**src/rtl/gpr_file_pkg.sv**
```systemverilog
package gpr_file_pkg;
  localparam int unsigned GPR_COUNT = 32;
  localparam int unsigned GPR_WIDTH = 32;
endpackage

```
**src/rtl/gpr_wr_decode.sv**
```systemverilog
module gpr_wr_decode #(
  parameter int unsigned NumRegs   = 32,
  parameter int unsigned AddrWidth = $clog2(NumRegs)
) (
  input  logic                 en_i,
  input  logic [AddrWidth-1:0] addr_i,
  output logic [NumRegs-1:0]   strobe_o
);
  for (genvar i = 0; i < NumRegs; i++) begin : g_dec
    if (i == 0) begin : g_zero
      // index 0 has no storage, so no strobe
      assign strobe_o[i] = 1'b0;
    end else begin : g_live
      assign strobe_o[i] = en_i && (addr_i == AddrWidth'(i));
    end
  end
endmodule

```
**src/rtl/gpr_word.sv**
```systemverilog
module gpr_word #(
  parameter int unsigned DataWidth = 32
) (
  input  logic                 clk_i,
  input  logic                 rst_ni,
  input  logic                 we_i,
  input  logic [DataWidth-1:0] d_i,
  output logic [DataWidth-1:0] q_o
);
  always_ff @(posedge clk_i or negedge rst_ni) begin
    if (!rst_ni)   q_o <= '0;
    else if (we_i) q_o <= d_i;
  end
endmodule

```
**src/rtl/gpr_rd_port.sv**
```systemverilog
module gpr_rd_port #(
  parameter int unsigned NumRegs   = 32,
  parameter int unsigned DataWidth = 32,
  parameter int unsigned AddrWidth = $clog2(NumRegs)
) (
  input  logic [NumRegs-1:0][DataWidth-1:0] regs_i,
  input  logic [AddrWidth-1:0]              addr_i,
  output logic [DataWidth-1:0]              data_o
);
  always_comb begin
    data_o = '0;
    for (int i = 0; i < NumRegs; i++) begin
      if (addr_i == AddrWidth'(i)) data_o = regs_i[i];
    end
  end
endmodule

```
**src/rtl/gpr_file.sv**
```systemverilog
module gpr_file
  import gpr_file_pkg::*;
#(
  parameter int unsigned NumRegs   = GPR_COUNT,
  parameter int unsigned DataWidth = GPR_WIDTH,
  parameter int unsigned AddrWidth = $clog2(NumRegs)
) (
  input  logic                 clk_i,
  input  logic                 rst_ni,
  input  logic [AddrWidth-1:0] rd_a_addr_i,
  output logic [DataWidth-1:0] rd_a_data_o,
  input  logic [AddrWidth-1:0] rd_b_addr_i,
  output logic [DataWidth-1:0] rd_b_data_o,
  input  logic                 wr_en_i,
  input  logic [AddrWidth-1:0] wr_addr_i,
  input  logic [DataWidth-1:0] wr_data_i
);
  logic [NumRegs-1:0]                wr_strobe;
  logic [NumRegs-1:0][DataWidth-1:0] regs;

  gpr_wr_decode #(.NumRegs(NumRegs), .AddrWidth(AddrWidth)) u_dec (
    .en_i     (wr_en_i),
    .addr_i   (wr_addr_i),
    .strobe_o (wr_strobe)
  );

  for (genvar i = 0; i < NumRegs; i++) begin : g_reg
    if (i == 0) begin : g_hardzero
      assign regs[i] = '0;
    end else begin : g_store
      gpr_word #(.DataWidth(DataWidth)) u_word (
        .clk_i  (clk_i),
        .rst_ni (rst_ni),
        .we_i   (wr_strobe[i]),
        .d_i    (wr_data_i),
        .q_o    (regs[i])
      );
    end
  end

  // Reads see pre-edge contents; no write bypass.
  gpr_rd_port #(.NumRegs(NumRegs), .DataWidth(DataWidth), .AddrWidth(AddrWidth)) u_rd_a (
    .regs_i (regs),
    .addr_i (rd_a_addr_i),
    .data_o (rd_a_data_o)
  );

  gpr_rd_port #(.NumRegs(NumRegs), .DataWidth(DataWidth), .AddrWidth(AddrWidth)) u_rd_b (
    .regs_i (regs),
    .addr_i (rd_b_addr_i),
    .data_o (rd_b_data_o)
  );
endmodule

```
**config.mk**
```make
export PLATFORM = sky130hd
export DESIGN_NAME = gpr_file
export DESIGN_NICKNAME = d
export VERILOG_FILES = /design/src/rtl/gpr_file_pkg.sv /design/src/rtl/gpr_wr_decode.sv /design/src/rtl/gpr_word.sv /design/src/rtl/gpr_rd_port.sv /design/src/rtl/gpr_file.sv
export SDC_FILE = /design/constraint.sdc
export NUM_CORES = 2
export LEC_CHECK = 0
export ABC_AREA = 1
export BUFFER_PORTS_ARGS = -buffer_cell sky130_fd_sc_hd__buf_2
export CELL_PAD_IN_SITES_DETAIL_PLACEMENT = 0
export CELL_PAD_IN_SITES_GLOBAL_PLACEMENT = 1
export CORE_ASPECT_RATIO = 0.5
export CORE_MARGIN = 2
export CORE_UTILIZATION = 45
export DETAILED_ROUTE_END_ITERATION = 16
export PLACE_DENSITY_LB_ADDON = 0.2
export SLEW_MARGIN = 20
export SYNTH_ARGS = -nofsm -noshare
export SYNTH_HDL_FRONTEND = slang
export SYNTH_SLANG_ARGS = --single-unit
export TNS_END_PERCENT = 1
```
**constraint.sdc**
```tcl
create_clock -name clk_i -period 4.55 [get_ports clk_i]
set_input_delay 0.91 -clock clk_i [delete_from_list [all_inputs] [get_ports clk_i]]
set_output_delay 0.91 -clock clk_i [all_outputs]
set_load 0.02 [all_outputs]
```
==> results.py <==
metrics = {
    "place": {
        "gp_congestion": 0.960,
        "place_area_um2": 56100,
        "io_buffers": 113,
        "place_ws_ns": -0.752,
        "hpwl_mm": 142,
    },
    "finish": {
        "largest_registers": "g.g_store.u_word.q_o: 992 flops",
        "largest_reg_flops": 992,
        "area_growth_pct": 18.4,
        "top_register": "g.g_store.u_word.q_o",
        "layout_commonest_cell": "nand2_1",
        "regArea_um2": 24800,
        "multi_input_area_um2": 23000,
        "final_cell_mix": "nand2_1 (2,464), o21ai_0 (1,011), dfrtp_1 (992)",
        "fin_nets": 7356,
        "stdcell_area_um2": 60100,
        "drive_gt1_share_pct": 14.3,
        "fillers": 10800,
    },
    "floorplanning": {
        "coreArea_um2": 112000,
        "core.rowCount": 87,
        "die_area_um2": 116000,
        "start_util_pct": 45.2,
        "die_w_um": 479,
        "die_height_um": 242,
        "ios": 114,
    },
    "power_and_ir_drop": {
        "p_per_area_nw_per_um2": 402,
        "ir_worst_vdd_mv": 0.300,
        "power.leakage_nw": 27.7,
        "finalPower_mw": 24.2,
    },
    "critical_path": {
        "crit_family": "simple AND/OR/NAND/NOR gates",
        "start_kind": "input port",
        "critPathBufInv": 7,
        "worstSetupPathType": "input port to output pin",
        "r2r_start": "g_reg[11].g_store.u_word.q_o[7]",
        "path_cells": "buf_12 -> clkinv_8 -> buf_12 -> buf_8 -> buf_12 -> buf_6 -> nand4_1 -> nand3_2 -> nor2_2 -> nand4_1 -> nor2_2 -> nand4_1 -> nor2_2 -> nand4_1 -> nor2_1 -> nand4_1 -> nor2_1 -> nand4_1 -> nor2_1 -> nand4_1 -> nor2_2 -> nand4_1 -> buf_4",
        "cpMostUsedCell": "nand4_1",
        "critPathSlowestCell": "nand4_1",
        "end_kind": "output pin",
        "worstSetupStartpoint": "rd_b_addr_i[4]",
        "arrival_ns": 4.36,
        "cpPeakStageDelay_ns": 0.33,
        "critPathRequiredTime_ns": 3.64,
        "crit_fanout": 5,
    },
    "sta": {
        "fin_crit_ns": 5.27,
        "finalHoldViolations": 0,
        "max_freq_mhz": 190,
        "fin_skew_ns": 0,
        "slew-limit-headroom_pct": 26.0,
        "worst_slack_ns": -0.717,
        "period_share_pct": 116,
        "rsz0062_at_grt": "true",
        "setup_violations": 64,
        "tightest_slew_ns": 1.11,
        "slew_violations": 0,
    },
    "status": {
        "run_status": "finished, violations left",
        "violations": "setup timing",
    },
    "synth": {
        "synth_area_leader_cell": "dfrtp_1",
        "seq_area_frac_synth_pct": 48.9,
        "yosys_warnings": 0,
        "synth_cell_types": 24,
        "mappedNetlistArea_um2": 50800,
        "synth_nets": 7114,
        "syn_avg_cell_area_um2": 7.19,
        "synthTopCellsByArea": "dfrtp_1 (49%), nand2_1 (18%), o21ai_0 (10%)",
        "syn-instance-count": 7064,
        "synth_top_area_share_pct": 48.9,
        "ys_ff_latch": 992,
    },
    "route": {
        "drt-pass1-iter-count": 6,
        "drt-initial-drc-count": 6461,
        "wl_per_cell_um": 23.2,
        "vias": 50900,
        "drc": 0,
        "viasPerCell": 5.72,
        "antenna_left": 0,
        "routed_wl_mm": 206,
    },
    "global_route": {
        "antenna_found_initial": 4,
        "met2_usage_pct": 50.0,
        "grt_pass1_vias": 47200,
        "busiest_layer": "met1",
        "grt_max_degree": 115,
        "grt_util_met3_pct": 8.06,
        "grt_usage_pct": 35.3,
        "grt_pass1_wl_mm": 309,
        "overflow": 0,
        "grt_util_met1_pct": 52.8,
    },
    "clock_network": {
        "cts_tree": "built",
        "clock_latency_ns": 0.71,
        "htreeDepth": 3,
        "clock_sinks": 992,
        "holdBufCountCts": 0,
        "cts.reportedPaths.clkPinSlew_ns": 0.06,
        "root_buffer": "clkbuf_16",
        "clockBufferDepth": 3,
        "numCtsBuffers": 96,
    },
    "run": {
        "max_cap_violations": 0,
    },
    "min_path": {
        "hold_class": "input port to async pin",
    },
}
==> area by class of cell <==
type	count	area share [%]
Clock buffer	148	4.84
Timing Repair Buffer	639	9.32
Antenna cell	6	0.0250
Tap cell	1513	3.15
Inverter	437	2.76
Clock inverter	25	0.341
Multi-Input combinational cell	5140	38.3
Sequential cell	992	41.3
==> logic make-up (layout without fill, tap and decap cells) <==
family / after synthesis / after routing / share of synthesized area, %
compound gates: 1064 / 1064 / 10.5
buf+inv: 934 / 1249 / 7.03
flops: 992 / 992 / 48.9
other cells: 0 / 6 / 0
simple gates: 4074 / 4076 / 33.6
==> cell usage after synthesis <==
cell type	instances
inv_2	8
or2_2	46
clkinv_1	7
nor3_2	5
nor2_1	825
buf_1	17
buf_4	6
inv_1	422
nand2_1	2503
nor2_2	7
dfrtp_1	992
nor3_1	15
o2111ai_1	8
and2_1	1
nand4_1	567
clkbuf_1	438
nand3_1	98
nor2_4	1
a21oi_1	45
buf_2	36
o21ai_0	1011
nor3b_1	3
or2_0	2
nand2_2	1
==> where the power goes <==
group | internal (mW) | switching, mW | leakage (nW)
combinational | 1.44 | 2.73 | 13.3
clock | 4.51 | 3.73 | 1.55
sequential | 10.5 | 1.31 | 12.9
==> worst paths after layout <==
check                      slack, ns                               end  cells after the start
min in group clk_i              0.49   g_reg[28].g_store.u_word.q_o[9]                      2
max reg2reg                     3.77   g_reg[11].g_store.u_word.q_o[7]                      2
min reg2reg                     0.49   g_reg[28].g_store.u_word.q_o[9]                      2
min                             0.18  g_reg[30].g_store.u_word.q_o[20]                      1
max                            -0.72                   rd_b_data_o[20]                     23
max in group asynchronous       3.13    g_reg[3].g_store.u_word.q_o[2]                      3
==> timing repair <==
item                                    CTS  global route
gates cloned                              3             0
resized for setup                       139            44
endpoints found under the setup margin   64            64
pin swaps                                34            41
setup buffers                            24            13
==> routing by layer <==
metal  vias up  routed length [um]
li1      23300                   -
met1     24800               91900
met2      2417               85600
met3       323               21700
met4         0                6950
met5         -                   0
==> through the flow <==
| stage | setup TNS (ns) | std cells | util [%] | hold WS (ns) |
|---|---|---|---|---|
| 6_report | -31.52 | 8900 | 53.5 | 0.183 |
| 5_1_grt | -42.04 | 8895 | 53.5 | 0.202 |
| 4_1_cts | -25.40 | 8882 | 53.3 | 0.201 |
| 3_5_place_dp | -33.68 | 8684 | 49.9 | 0.472 |
| 3_3_place_gp | -31.71 | 8684 | 49.9 | 0.466 |
| 2_1_floorplan | 0 | 7064 | - | 0.453 |
No activity file was read; power rests on OpenSTA's default activity.
